File: config.mk
export PLATFORM = sky130hd
export DESIGN_NAME = hwloop_seq
export DESIGN_NICKNAME = d
export VERILOG_FILES = /design/src/rtl/hwloop_pkg.sv /design/src/rtl/hwloop_stack.sv /design/src/rtl/hwloop_regs.sv /design/src/rtl/hwloop_ctrl.sv /design/src/rtl/hwloop_seq.sv
export SDC_FILE = /design/constraint.sdc
export NUM_CORES = 1
export LEC_CHECK = 0
export BUFFER_PORTS_ARGS = -buffer_cell sky130_fd_sc_hd__buf_2
export CAP_MARGIN = 5
export CORE_MARGIN = 8
export CORE_UTILIZATION = 45
export DETAILED_ROUTE_END_ITERATION = 10
export GPL_TIMING_DRIVEN = 0
export MAX_ROUTING_LAYER = met4
export PLACE_DENSITY = 0.79
export SLEW_MARGIN = 40
export SYNTH_ARGS = -nofsm -noshare
export SYNTH_HDL_FRONTEND = slang
export SYNTH_SLANG_ARGS = --single-unit
File: constraint.sdc
create_clock -name clk -period 2.9 [get_ports clk]
set_input_delay 0.145 -clock clk [delete_from_list [all_inputs] [get_ports clk]]
set_output_delay 0.145 -clock clk [all_outputs]
set_load 0.02 [all_outputs]
File: src/rtl/hwloop_pkg.sv
package hwloop_pkg;
   typedef enum logic [1:0] {
      ACT_IDLE   = 2'd0,
      ACT_START  = 2'd1,
      ACT_REPEAT = 2'd2,
      ACT_EXIT   = 2'd3
   } loop_act_e;
endpackage

File: src/rtl/hwloop_stack.sv
module hwloop_stack #(
   parameter int DEPTH = 2,
   parameter int W     = 16,
   localparam int LVL_W = $clog2(DEPTH + 1)
) (
   input  logic             clk,
   input  logic             rst_n,
   input  logic             push,
   input  logic             pop,
   input  logic [W-1:0]     din,
   output logic [W-1:0]     top,
   output logic [LVL_W-1:0] level,
   output logic             err
);
   if (DEPTH < 1) begin : g_bad_depth
      $error("hwloop_stack: DEPTH must be at least 1");
   end

   logic [DEPTH-1:0][W-1:0] slots;
   logic                    full;
   logic                    empty;

   assign full  = (level == LVL_W'(DEPTH));
   assign empty = (level == '0);

   for (genvar i = 0; i < DEPTH; i++) begin : g_slot
      logic [W-1:0] ent;
      always_ff @(posedge clk or negedge rst_n) begin
         if (!rst_n)
            ent <= '0;
         else if (push && !full && level == LVL_W'(i))
            ent <= din;
      end
      assign slots[i] = ent;
   end

   always_comb begin
      top = '0;
      for (int i = 0; i < DEPTH; i++)
         if (level == LVL_W'(i + 1))
            top = slots[i];
   end

   always_ff @(posedge clk or negedge rst_n) begin
      if (!rst_n) begin
         level <= '0;
         err   <= 1'b0;
      end else begin
         if (push && !full)
            level <= level + 1'b1;
         else if (pop && !empty)
            level <= level - 1'b1;
         if ((push && full) || (pop && empty))
            err <= 1'b1;
      end
   end
endmodule

File: src/rtl/hwloop_regs.sv
module hwloop_regs
   import hwloop_pkg::*;
#(
   parameter int ADDR_W = 16,
   parameter int CNT_W  = 13,
   parameter int BUS_W  = 16
) (
   input  logic              clk,
   input  logic              rst_n,
   input  loop_act_e         act,
   input  logic [ADDR_W-1:0] do_last,
   input  logic [CNT_W-1:0]  do_count,
   input  logic              cnt_wr,
   input  logic              end_wr,
   input  logic [BUS_W-1:0]  mv_wdata,
   output logic [CNT_W-1:0]  count,
   output logic [ADDR_W-1:0] end_addr,
   output logic [BUS_W-1:0]  cnt_rdata,
   output logic [BUS_W-1:0]  end_rdata
);
   localparam int CNT_PAD = BUS_W - CNT_W;

   logic [CNT_W-1:0] start_cnt;

   assign start_cnt = (do_count == '0) ? CNT_W'(1) : do_count;

   always_ff @(posedge clk or negedge rst_n) begin
      if (!rst_n)
         count <= '0;
      else if (act == ACT_START)
         count <= start_cnt;
      else if (cnt_wr)
         count <= mv_wdata[CNT_W-1:0];
      else if (act == ACT_REPEAT)
         count <= count - 1'b1;
   end

   always_ff @(posedge clk or negedge rst_n) begin
      if (!rst_n)
         end_addr <= '0;
      else if (act == ACT_START)
         end_addr <= do_last;
      else if (end_wr)
         end_addr <= mv_wdata[ADDR_W-1:0];
   end

   if (CNT_PAD > 0) begin : g_cnt_pad
      assign cnt_rdata = {{CNT_PAD{1'b0}}, count};
   end else begin : g_cnt_full
      assign cnt_rdata = count;
   end

   if (BUS_W > ADDR_W) begin : g_end_pad
      assign end_rdata = {{(BUS_W - ADDR_W){1'b0}}, end_addr};
   end else begin : g_end_full
      assign end_rdata = end_addr;
   end
endmodule

File: src/rtl/hwloop_ctrl.sv
module hwloop_ctrl
   import hwloop_pkg::*;
#(
   parameter int ADDR_W = 16,
   parameter int CNT_W  = 13
) (
   input  logic              clk,
   input  logic              rst_n,
   input  logic              fetch_en,
   input  logic [ADDR_W-1:0] fetch_addr,
   input  logic [ADDR_W-1:0] end_addr,
   input  logic [CNT_W-1:0]  count,
   input  logic              do_start,
   input  logic [ADDR_W-1:0] stk_top,
   output loop_act_e         act,
   output logic [ADDR_W-1:0] next_pc,
   output logic              loop_flag,
   output logic              nest_flag
);
   logic hit;
   logic last_pass;

   assign hit       = fetch_en && loop_flag && (fetch_addr == end_addr);
   assign last_pass = (count == CNT_W'(1));

   always_comb begin
      if (do_start)
         act = ACT_START;
      else if (hit)
         act = last_pass ? ACT_EXIT : ACT_REPEAT;
      else
         act = ACT_IDLE;
   end

   assign next_pc = (act == ACT_REPEAT) ? stk_top : fetch_addr + 1'b1;

   always_ff @(posedge clk or negedge rst_n) begin
      if (!rst_n) begin
         loop_flag <= 1'b0;
         nest_flag <= 1'b0;
      end else begin
         case (act)
            ACT_START: begin
               nest_flag <= loop_flag;
               loop_flag <= 1'b1;
            end
            ACT_EXIT:  loop_flag <= nest_flag;
            default:   ;
         endcase
      end
   end
endmodule

File: src/rtl/hwloop_seq.sv
module hwloop_seq
   import hwloop_pkg::*;
#(
   parameter int ADDR_W    = 16,
   parameter int CNT_W     = 13,
   parameter int BUS_W     = 16,
   parameter int STK_DEPTH = 2
) (
   input  logic                           clk,
   input  logic                           rst_n,
   input  logic                           fetch_en,
   input  logic [ADDR_W-1:0]              fetch_addr,
   output logic [ADDR_W-1:0]              next_pc,
   input  logic                           do_start,
   input  logic [ADDR_W-1:0]              do_first,
   input  logic [ADDR_W-1:0]              do_last,
   input  logic [CNT_W-1:0]               do_count,
   input  logic                           cnt_wr,
   input  logic                           end_wr,
   input  logic [BUS_W-1:0]               mv_wdata,
   output logic [BUS_W-1:0]               cnt_rdata,
   output logic [BUS_W-1:0]               end_rdata,
   output logic                           loop_flag,
   output logic                           nest_flag,
   output logic [$clog2(STK_DEPTH+1)-1:0] stk_level,
   output logic                           stk_err
);
   if (CNT_W > BUS_W) begin : g_bad_cnt
      $error("hwloop_seq: CNT_W exceeds BUS_W");
   end
   if (ADDR_W > BUS_W) begin : g_bad_addr
      $error("hwloop_seq: ADDR_W exceeds BUS_W");
   end

   loop_act_e         act;
   logic [CNT_W-1:0]  count;
   logic [ADDR_W-1:0] end_addr;
   logic [ADDR_W-1:0] stk_top;

   hwloop_ctrl #(.ADDR_W(ADDR_W), .CNT_W(CNT_W)) u_ctrl (
      .clk(clk), .rst_n(rst_n), .fetch_en(fetch_en), .fetch_addr(fetch_addr),
      .end_addr(end_addr), .count(count), .do_start(do_start), .stk_top(stk_top),
      .act(act), .next_pc(next_pc), .loop_flag(loop_flag), .nest_flag(nest_flag)
   );

   hwloop_regs #(.ADDR_W(ADDR_W), .CNT_W(CNT_W), .BUS_W(BUS_W)) u_regs (
      .clk(clk), .rst_n(rst_n), .act(act), .do_last(do_last), .do_count(do_count),
      .cnt_wr(cnt_wr), .end_wr(end_wr), .mv_wdata(mv_wdata), .count(count),
      .end_addr(end_addr), .cnt_rdata(cnt_rdata), .end_rdata(end_rdata)
   );

   hwloop_stack #(.DEPTH(STK_DEPTH), .W(ADDR_W)) u_stack (
      .clk(clk), .rst_n(rst_n), .push(act == ACT_START), .pop(act == ACT_EXIT),
      .din(do_first), .top(stk_top), .level(stk_level), .err(stk_err)
   );
endmodule

==> results.txt, run 1 <==
----------------------------------------------------
[Outcome]
  Status ... completed

[Clock tree]
  Number of buffers created by CTS ... 9
  CTS tree ... built
  Clock Sink Count ... 66
  Number of buffers between clock root and the deepest sink ... 2
  Root buf cell ... sky130_fd_sc_hd__clkbuf_8
  Clock latency on the worst-skew pair ... 0.35 ns
  Number of H-tree levels ... 3
  Clock slew at reported path FFs ... 0.07 ns

[Layout]
  Final layout net count ... 653
  Final cell count without fillers ... 677
  Post-route cell area ... 5150 µm²
  Layout overhead on the synthesized area ... 27.5%
  Fillcell total ... 767
  N_diodes ... 0
  Proportion of layout cells with a drive suffix above 1 ... 0.367

[Die]
  Height of the die ... 111 µm
  Die area ... 12300 µm²
  Placeable Area ... 8720 µm²
  Number of cell rows ... 34
  Die outline width ... 111 µm
  Boundary Pins ... 136
  Effective utilization at floorplan ... 0.463

[Synth]
  Largest cells by area after synthesis ... sky130_fd_sc_hd__dfrtp_1 41%, sky130_fd_sc_hd__mux2_2 9.5%, sky130_fd_sc_hd__xnor2_1 6.9%
  Count of unique library cells instantiated by Yosys ... 49
  Number of synthesized flops with an enable pin ... 0
  Part of the Yosys area used for sequential elements ... 0.409
  Post-synth ARST share ... 1.00
  Mean area per synthesized cell ... 9.75 µm²
  Post-synthesis instance area ... 4040 µm²
  Synth top area share ... 0.409
  Gate count after technology mapping ... 414
  Yosys warning total ... 0
  Synth area leader ... sky130_fd_sc_hd__dfrtp_1
  Register bit count reported by yosys ... 66
  Dominant register cell in the synthesized netlist ... sky130_fd_sc_hd__dfrtp_1

[Setup path]
  Crit Path Class ... reg -> out
  Crit path required time ... 2.76 ns
  Worst Setup Start Kind ... flop
  Worst path arrival time ... 2.67 ns
  Critical path endpoint category ... output pin
  FF-to-FF setup slack ... 0.25 ns
  Maximum fanout count along the critical path ... 10
  Cell depth of the worst flop-to-flop path ... 7
  End point of the critical path ... next_pc[15]
  Launch point of the worst path ... u_regs.end_addr[11]
  R2R Path Start ... u_stack.level[0]
  Critical register-to-register path endpoint ... u_stack.g_slot[0].ent[8]

[STA]
  Setup Skew ... 0.0112 ns
  Smallest setup slack after layout ... 0.0887 ns
  Final setup violation count ... 0
  Peak Freq ... 356 MHz
  Final count of hold timing violations ... 0
  Final period util ... 0.969
  Slew at the pin closest to its max-slew limit ... 0.728 ns
  Post-layout minimum cycle time ... 2.81 ns
  Slew HR ... 0.515
  Worst slack on hold paths ... 0.00717 ns
  Max-slew violation total from the final report ... 0

[Drt]
  Detail-routed via count per cell ... 5.56
  Routed WL ... 13200 µm
  Per-cell routed wire length ... 19.5 µm
  Post-DRT Antenna Nets ... 0
  DRC violation count after routing ... 0
  1st-iter DRT viols ... 195
  Number of search-and-repair iterations in the first detailed-routing pass ... 4
  Via Count ... 3765

[Place]
  Final weighted congestion in routability-driven placement ... 0.927
  Area post-placement ... 4850 µm²
  Count of input and output buffers ... 129
  Placement-stage worst setup slack ... 0.234 ns
  Post-detail-place hpwl ... 10500 µm
  Count of placed standard cells including taps ... 654

[Power]
  Maximum VDD drop ... 0.443 mV
  Total power density per cell area ... 648 nW/µm²
  LEAKAGE ... 2.36 nW
  Final Total Pwr ... 3.33 mW

[Hold path]
  Class of the tightest hold or removal check ... in -> reg

[GRT]
  Remaining global-route overflow ... 0
  GR Util met1 ... 0.263
  Initial antenna violation count ... 0
  Global-route layer with the greatest usage ... met2
  Number of global-route vias before repair ... 4247
  Met3 Resource Use GR ... 0.0417
  Met2 track demand over resource in global routing ... 0.356
  GRT Util Overall ... 0.221
  Largest net degree at the start of global routing ... 39
  First-pass GRT wire length ... 21500 µm

[Run]
  Max-cap violations ... 0

----------------------------------------------------
-- repair_timing --
action | 4_1_cts | 5_1_grt
pin swaps | 1 | 0
cloned | 0 | 0
setup endpoints to repair | 16 | 12
gates resized for setup | 0 | 6
endpoints found under the hold margin | 34 | 0
hold buffers | 7 | 0
buffers inserted | 1 | 0
-- flip-flops by register name (all words and copies together), names as in the netlist --
signal	cells
u_ctrl.loop_flag	1
u_ctrl.nest_flag	1
u_regs.count	13
u_regs.end_addr	16
u_stack.err	1
u_stack.g_slot.ent	32
u_stack.level	2
-- worst min path at each step --
stage / slack, ns / to / start / cells after the start
6_report: 0.007 / u_regs.end_addr[13] / do_last[13] / 3
3_3_place_gp: 0.35 / u_regs.end_addr[15] / do_last[15] / 3
3_5_place_dp: 0.09 / u_regs.end_addr[15] / rst_n / 1
5_1_grt: 0.007 / u_regs.end_addr[13] / do_last[13] / 3
2_1_floorplan: -0.15 / u_ctrl.loop_flag / rst_n / 0
4_1_cts: 0.002 / u_regs.end_addr[13] / do_last[13] / 3
-- metal layers --
metal | vias to the layer above | routed length (µm) | part of all wire
met5 | - | 0 | 0
met4 | 0 | 343 | 0.026
met3 | 30 | 610 | 0.046
met2 | 141 | 6530 | 0.49
met1 | 1825 | 5730 | 0.43
li1 | 1769 | - | -
-- critical path, cell delays in order (launching register included) --
cell                      delay, ns
sky130_fd_sc_hd__dfrtp_1       0.45
sky130_fd_sc_hd__xnor2_2       0.19
sky130_fd_sc_hd__nand4_1       0.13
sky130_fd_sc_hd__or4_4         0.59
sky130_fd_sc_hd__nor3_4        0.16
sky130_fd_sc_hd__buf_6         0.18
sky130_fd_sc_hd__buf_6         0.17
sky130_fd_sc_hd__mux2i_1       0.23
sky130_fd_sc_hd__buf_2         0.20
-- metrics by stage --
step | utilization | TNS [ns]
floorplan | - | 0
global placement | 0.553 | 0
detailed placement | 0.556 | 0
CTS | 0.588 | 0
global route | 0.590 | -0.000970
finish | 0.590 | 0
-- cell usage in the layout, fill, tap and decap left out, types with 8 or more instances in the layout --
master,netlist,routed
sky130_fd_sc_hd__nand3_1,11,11
sky130_fd_sc_hd__buf_4,5,8
sky130_fd_sc_hd__a21oi_1,15,14
sky130_fd_sc_hd__inv_1,11,11
sky130_fd_sc_hd__mux2i_1,18,18
sky130_fd_sc_hd__buf_2,2,128
sky130_fd_sc_hd__nand2_1,35,35
sky130_fd_sc_hd__xnor2_1,32,31
sky130_fd_sc_hd__mux2_2,34,34
sky130_fd_sc_hd__nor2_1,32,32
sky130_fd_sc_hd__clkbuf_1,17,17
sky130_fd_sc_hd__a22oi_1,12,12
sky130_fd_sc_hd__o21ai_0,27,27
sky130_fd_sc_hd__dfrtp_1,66,66
sky130_fd_sc_hd__a31oi_1,9,9
sky130_fd_sc_hd__clkbuf_8,0,10
-- Yosys cell counts (11+ instances only) --
| cell | n |
|---|---|
| sky130_fd_sc_hd__mux2i_1 | 18 |
| sky130_fd_sc_hd__nor2_1 | 32 |
| sky130_fd_sc_hd__xnor2_1 | 32 |
| sky130_fd_sc_hd__nand3_1 | 11 |
| sky130_fd_sc_hd__dfrtp_1 | 66 |
| sky130_fd_sc_hd__a22oi_1 | 12 |
| sky130_fd_sc_hd__clkbuf_1 | 17 |
| sky130_fd_sc_hd__inv_1 | 11 |
| sky130_fd_sc_hd__mux2_2 | 34 |
| sky130_fd_sc_hd__a21oi_1 | 15 |
| sky130_fd_sc_hd__o21ai_0 | 27 |
| sky130_fd_sc_hd__nand2_1 | 35 |
-- cell type report --
class,count,area (µm²),share of cell area
clock buffers,10,138,0.0267
repair buffers,138,751,0.146
inverters,11,41.3,0.00802
plain buffers,27,149,0.0289
multi-input cells,311,2220,0.431
well taps,108,135,0.0263
flip-flops and latches,66,1650,0.321
clock inverters,6,65.1,0.0126
-- cells by family (layout without fill, tap and decap cells) --
logic type,count (synthesis),after routing,share of synthesized area
adder cells (fa/ha/maj),6,6,0.0186
multiplexers,53,53,0.143
XOR/XNOR,39,39,0.0865
AND/OR/NAND/NOR,120,120,0.152
AO/OA/AOI/OAI,90,90,0.141
buffers and inverters,39,192,0.0490
flip-flops,66,66,0.409
other,1,3,0.000929
-- power breakdown --
part	switching, mW	internal [mW]	total, mW
Clock	0.384	0.422	0.805
Sequential	0.202	1.20	1.40
Combinational	0.584	0.539	1.12
Power figures use the tool's default switching activity.
==> run 2, diff against run 1 <==
- SETUP_SLACK_MARGIN: unset -> 0.5
==> run 2 against run 1 <==
Non-clock buffer count up 12. Worst setup slack better by 0.21 ns. Register-to-register slack better by 0.36 ns. Combinational power up 5%. Critical path type unchanged.
==> results.txt, run 2 (same netlist as run 1, synthesis figures left out) <==
----------------------------------------------------
[Layout]
  Flip-flop count of the largest register, all copies and words added ... 32
  Post-route cell area ... 5410 µm²
  Largest registers ... u_stack.g_slot.ent: 32 flops, u_regs.end_addr: 16 flops, u_regs.count: 13 flops
  Utilization after layout ... 0.620
  Final layout net count ... 665
  Top library cells by usage in the layout, fill and taps aside ... 118 x sky130_fd_sc_hd__buf_2, 66 x sky130_fd_sc_hd__dfrtp_1, 35 x sky130_fd_sc_hd__nand2_1, 33 x sky130_fd_sc_hd__mux2_2, 32 x sky130_fd_sc_hd__nor2_1
  Top reg by flops ... u_stack.g_slot.ent
  Proportion of layout cells with a drive suffix above 1 ... 0.401
  Layout overhead on the synthesized area ... 34.1%
  Most frequent standard cell in the layout excluding fill and tap cells ... sky130_fd_sc_hd__buf_2
  N_diodes ... 0
  Fillcell total ... 732

[Die]
  Boundary Pins ... 136
  Die outline width ... 111 µm
  Number of cell rows ... 34
  Height of the die ... 111 µm
  Placeable Area ... 8720 µm²
  Effective utilization at floorplan ... 0.463
  Die area ... 12300 µm²

[Clock tree]
  CTS tree ... built
  Clock latency on the worst-skew pair ... 0.36 ns
  Clock Sink Count ... 66
  Root buf cell ... sky130_fd_sc_hd__clkbuf_8
  Number of buffers between clock root and the deepest sink ... 2
  Number of H-tree levels ... 3
  Clock slew at reported path FFs ... 0.08 ns
  Number of buffers created by CTS ... 9

[Run]
  Max-cap violations ... 0

[GRT]
  GRT Util Overall ... 0.223
  Initial antenna violation count ... 0
  Remaining global-route overflow ... 0
  Largest net degree at the start of global routing ... 40
  First-pass GRT wire length ... 21800 µm
  Number of global-route vias before repair ... 4225

[Drt]
  Post-DRT Antenna Nets ... 0
  Per-cell routed wire length ... 19.9 µm
  Number of search-and-repair iterations in the first detailed-routing pass ... 5
  Detail-routed via count per cell ... 5.70
  DRC violation count after routing ... 0
  Via Count ... 3927
  Routed WL ... 13700 µm
  1st-iter DRT viols ... 248

[Setup path]
  Worst path slowest cell ... sky130_fd_sc_hd__or4_4
  Worst Setup Start Kind ... flop
  Top Family by Delay on Critical Path ... simple AND/OR/NAND/NOR gates
  Worst path buffer plus inverter count ... 3
  Critical path endpoint category ... output pin
  Critical path, cell by cell ... xnor2_1 -> nand4_1 -> or4_4 -> nor3_4 -> buf_6 -> buf_8 -> nor2_1 -> a21oi_1 -> buf_4
  Delay of the slowest cell on the worst path ... 0.55 ns
  Crit Path Class ... reg -> out
  FF-to-FF setup slack ... 0.61 ns
  Worst path arrival time ... 2.45 ns
  Crit path required time ... 2.76 ns
  Maximum fanout count along the critical path ... 9

[STA]
  Slew at the pin closest to its max-slew limit ... 0.693 ns
  RSZ-0062 raised after global routing ... true
  Final setup violation count ... 0
  Setup Skew ... 0.00984 ns
  Final count of hold timing violations ... 0
  Max-slew violation total from the final report ... 0
  Slew HR ... 0.538
  Worst slack on hold paths ... 0.00931 ns
  Final period util ... 0.896
  Fin Setup TNS ... 0 ns
  Post-layout minimum cycle time ... 2.60 ns
  Peak Freq ... 385 MHz

[Outcome]
  Status ... completed

[Power]
  Total power density per cell area ... 658 nW/µm²
  Maximum VDD drop ... 0.440 mV
  LEAKAGE ... 2.50 nW

[Place]
  Area post-placement ... 4860 µm²
  Count of input and output buffers ... 129
  Final weighted congestion in routability-driven placement ... 0.944
  Post-detail-place hpwl ... 10300 µm

[Hold path]
  Class of the tightest hold or removal check ... in -> reg

----------------------------------------------------
run 2: cell count changes in the layout (fill, tap and decap cells not counted), moves of 3 or more:
cell and delta:
sky130_fd_sc_hd__buf_4 +16, sky130_fd_sc_hd__buf_2 -10, sky130_fd_sc_hd__a21oi_1 -5, sky130_fd_sc_hd__a21oi_2 +5
sky130_fd_sc_hd__clkbuf_1 -5, sky130_fd_sc_hd__clkbuf_2 +4, sky130_fd_sc_hd__buf_6 +3
run 2: worst paths after layout:
kind | startpoint | end | cells past startpoint
min in group asynchronous | rst_n | u_stack.g_slot[0].ent[15] | 2
worst min-delay path | do_last[7] | u_regs.end_addr[7] | 3
worst min register to register | u_stack.g_slot[0].ent[5] | u_stack.g_slot[0].ent[5] | 1
worst max-delay path | u_regs.end_addr[10] | next_pc[5] | 9
max in group asynchronous | rst_n | u_stack.level[0] | 3
worst max register to register | u_regs.count[1] | u_regs.count[2] | 10
run 2: power by group:
part	switching [mW]	total (mW)	internal, mW
logic	0.610	1.18	0.566
registers	0.195	1.40	1.20
clock network	0.409	0.988	0.578
total	1.21	3.56	2.35
run 2: per-stage QoR:
stage          std cells  worst slack, ns  power [mW]
6_report             689            0.301        3.56
2_1_floorplan        416            0.479        2.13
4_1_cts              689            0.310        3.56
3_5_place_dp         654            0.249        2.52
3_3_place_gp         653            0.269        2.45
5_1_grt              689            0.196        3.72
run 2: cell type report:
class | instances | area [µm²] | share of cell area
clock buffers | 9 | 124 | 0.0229
multi-input cells | 311 | 2250 | 0.416
well taps | 108 | 135 | 0.0250
plain buffers | 28 | 186 | 0.0345
inverters | 11 | 41.3 | 0.00763
repair buffers | 149 | 896 | 0.166
clock inverters | 7 | 125 | 0.0231
flip-flops and latches | 66 | 1650 | 0.305
run 2: worst register-to-register path, delay by kind of cell (launching register included):
kind,cells,cell delay [ns]
AND/OR/NAND/NOR,5,1.04
AO/OA/AOI/OAI,1,0.19
flip-flops,1,0.42
adder cells (fa/ha/maj),1,0.14
buffers and inverters,3,0.43
run 2: timing repair:
action	CTS	global route
gates resized for setup	34	4
pin swaps	9	0
cloned	1	0
buffers inserted	11	0
hold buffers	7	0
hold endpoints to repair	33	0
setup endpoints to repair	37	18
run 2: per-layer routing:
layer / share of wire / track usage / up-vias
met5: 0 / - / -
met4: 0.022 / 0.0757 / 0
met3: 0.061 / 0.0417 / 31
met2: 0.50 / 0.371 / 183
met1: 0.42 / 0.265 / 1922
li1: - / - / 1791
==> run 3, diff against run 2 <==
- CORE_MARGIN: 8 -> 4
- CORE_UTILIZATION: 45 -> 46
- PLACE_DENSITY: 0.79 -> 0.83
- clock period: 2.9 -> 2.1 ns (I/O delays scaled with it)
==> run 3 against run 2 <==
The run now ends with negative hold slack, negative setup slack left. Cell count grew 4.6%. Sequential share of layout area shrank 3.8 points. First-iteration DRC count grew 79%. Worst setup slack worse by 0.86 ns. Critical endpoint is now next_pc[2]. Highest routed layer unchanged.
==> results.txt, run 3 (same netlist as run 1, synthesis figures left out) <==
----------------------------------------------------
[Layout]
  Proportion of layout cells with a drive suffix above 1 ... 0.479
  Layout overhead on the synthesized area ... 54.6%
  Largest registers ... u_stack.g_slot.ent: 32 flops, u_regs.end_addr: 16 flops, u_regs.count: 13 flops
  N_diodes ... 0
  Top reg by flops ... u_stack.g_slot.ent
  Flip-flop count of the largest register, all copies and words added ... 32
  Most frequent standard cell in the layout excluding fill and tap cells ... sky130_fd_sc_hd__buf_2
  Final layout net count ... 701
  Post-route cell area ... 6240 µm²
  Top library cells by usage in the layout, fill and taps aside ... 115 x sky130_fd_sc_hd__buf_2, 52 x sky130_fd_sc_hd__dfrtp_1, 34 x sky130_fd_sc_hd__mux2_4, 30 x sky130_fd_sc_hd__nand2_1

[Power]
  Maximum VDD drop ... 0.404 mV
  LEAKAGE ... 2.94 nW
  Total power density per cell area ... 868 nW/µm²
  Final Total Pwr ... 5.41 mW

[Die]
  Placeable Area ... 8380 µm²
  Die area ... 10300 µm²
  Boundary Pins ... 136
  Die outline width ... 102 µm
  Height of the die ... 102 µm
  Effective utilization at floorplan ... 0.481
  Number of cell rows ... 33

[Drt]
  Via Count ... 4427
  Routed WL ... 16400 µm
  DRC violation count after routing ... 0
  Per-cell routed wire length ... 22.8 µm
  Number of search-and-repair iterations in the first detailed-routing pass ... 5
  Post-DRT Antenna Nets ... 0
  1st-iter DRT viols ... 444
  Detail-routed via count per cell ... 6.14

[Clock tree]
  CTS tree ... built
  Number of H-tree levels ... 3
  Clock slew at reported path FFs ... 0.08 ns
  Number of buffers between clock root and the deepest sink ... 2
  Clock Sink Count ... 66
  Root buf cell ... sky130_fd_sc_hd__clkbuf_8
  Clock latency on the worst-skew pair ... 0.36 ns
  Number of buffers created by CTS ... 9

[Place]
  Count of input and output buffers ... 129
  Area post-placement ... 5080 µm²
  Post-detail-place hpwl ... 9870 µm
  Final weighted congestion in routability-driven placement ... 0.960

[Setup path]
  Worst Setup Start Kind ... flop
  Delay of the slowest cell on the worst path ... 0.56 ns
  Most numerous cell on the critical path ... sky130_fd_sc_hd__buf_6
  Critical path endpoint category ... output pin
  Worst path arrival time ... 2.55 ns
  Worst path slowest cell ... sky130_fd_sc_hd__or4_4
  Maximum fanout count along the critical path ... 5
  Critical path, cell by cell ... xnor2_2 -> nand4_1 -> or4_4 -> nor3_4 -> buf_6 -> buf_6 -> buf_12 -> buf_12 -> a21oi_2 -> buf_6
  Crit Path Class ... reg -> out
  Cell depth of the worst flop-to-flop path ... 10
  Crit path required time ... 2.00 ns

[STA]
  Post-layout minimum cycle time ... 2.66 ns
  Max-slew violation total from the final report ... 0
  Slew HR ... 0.511
  Smallest setup slack after layout ... -0.559 ns
  Slew at the pin closest to its max-slew limit ... 0.733 ns
  Worst slack on hold paths ... -0.00196 ns
  Final count of hold timing violations ... 1
  Final setup violation count ... 30
  Final period util ... 1.27
  RSZ-0062 raised after global routing ... true
  Setup Skew ... 0.00765 ns
  Peak Freq ... 376 MHz

[GRT]
  Remaining global-route overflow ... 0
  First-pass GRT wire length ... 22800 µm
  Largest net degree at the start of global routing ... 45
  GRT Util Overall ... 0.297
  Number of global-route vias before repair ... 4373
  Initial antenna violation count ... 0

[Outcome]
  Status ... finished with violations
  Failing checks ... negative hold slack, negative setup slack

[Hold path]
  Cells on Worst Hold Path ... 2
  Class of the tightest hold or removal check ... in -> reg

[Run]
  Max-cap violations ... 0

----------------------------------------------------
-- run 3: cell count changes in the layout (fill, tap and decap cells not counted), sizes merged --
cell	before	now
dlygate4sd3	7	25
bufinv	3	0
buf	154	171
inv	12	11
clkinvlp	0	1
clkbuf	25	30
clkinv	3	1
-- run 3: path summary, 6_finish.rpt --
kind / endpoint / slack, ns / from
min in group asynchronous: u_stack.g_slot[1].ent[9] / 0.18 / rst_n
worst min register to register: u_stack.g_slot[0].ent[1] / 0.52 / u_stack.g_slot[0].ent[1]
worst min-delay path: u_stack.g_slot[1].ent[7] / -0.002 / do_first[7]
worst max register to register: u_regs.count[1] / -0.32 / u_regs.end_addr[0]
worst max-delay path: next_pc[2] / -0.56 / u_regs.end_addr[0]
max in group asynchronous: u_regs.end_addr[0] / 1.34 / rst_n
-- run 3: worst max-delay path: cells and delay by family (launching register included) --
kind	cells	cell delay (ns)
AO/OA/AOI/OAI	1	0.07
flip-flops	1	0.43
buffers and inverters	5	0.65
AND/OR/NAND/NOR	3	0.86
XOR/XNOR	1	0.18
-- run 3: metal layers --
layer  part of all wire  track usage  up-vias
li1                   -            -     1867
met1               0.37        0.365     2109
met2               0.47        0.456      348
met3               0.11       0.0606      103
met4              0.057        0.165        0
met5                  0            -        -
-- run 3: per-stage QoR --
| step | TNS, ns | cells | utilization | setup slack [ns] |
|---|---|---|---|---|
| 2_1_floorplan | -0.211 | 416 | - | -0.0347 |
| 3_3_place_gp | -5.84 | 650 | 0.603 | -0.306 |
| 3_5_place_dp | -6.78 | 651 | 0.606 | -0.347 |
| 4_1_cts | -10.82 | 708 | 0.705 | -0.533 |
| 5_1_grt | -14.09 | 721 | 0.744 | -0.637 |
| 6_report | -11.61 | 721 | 0.744 | -0.559 |
-- run 3: what timing repair did --
action	4_1_cts	5_1_grt
pin swaps	6	13
buffers inserted	16	10
gates resized for setup	59	53
hold endpoints to repair	92	1
endpoints found under the setup margin	53	58
hold buffers	24	1
gates cloned	2	2
-- run 3: cell type report --
type | count | area [µm²]
flip-flops and latches | 66 | 1670
plain buffers | 28 | 260
repair buffers | 185 | 1330
fillers | 485 | 2140
multi-input cells | 311 | 2630
clock inverters | 2 | 12.5
clock buffers | 13 | 169
inverters | 11 | 41.3
well taps | 105 | 131
-- run 3: power by group --
group	total, mW	internal [mW]	switching [mW]
Sequential	1.98	1.67	0.315
Combinational	2.39	1.26	1.12
Clock	1.04	0.518	0.524
Total	5.41	3.45	1.96
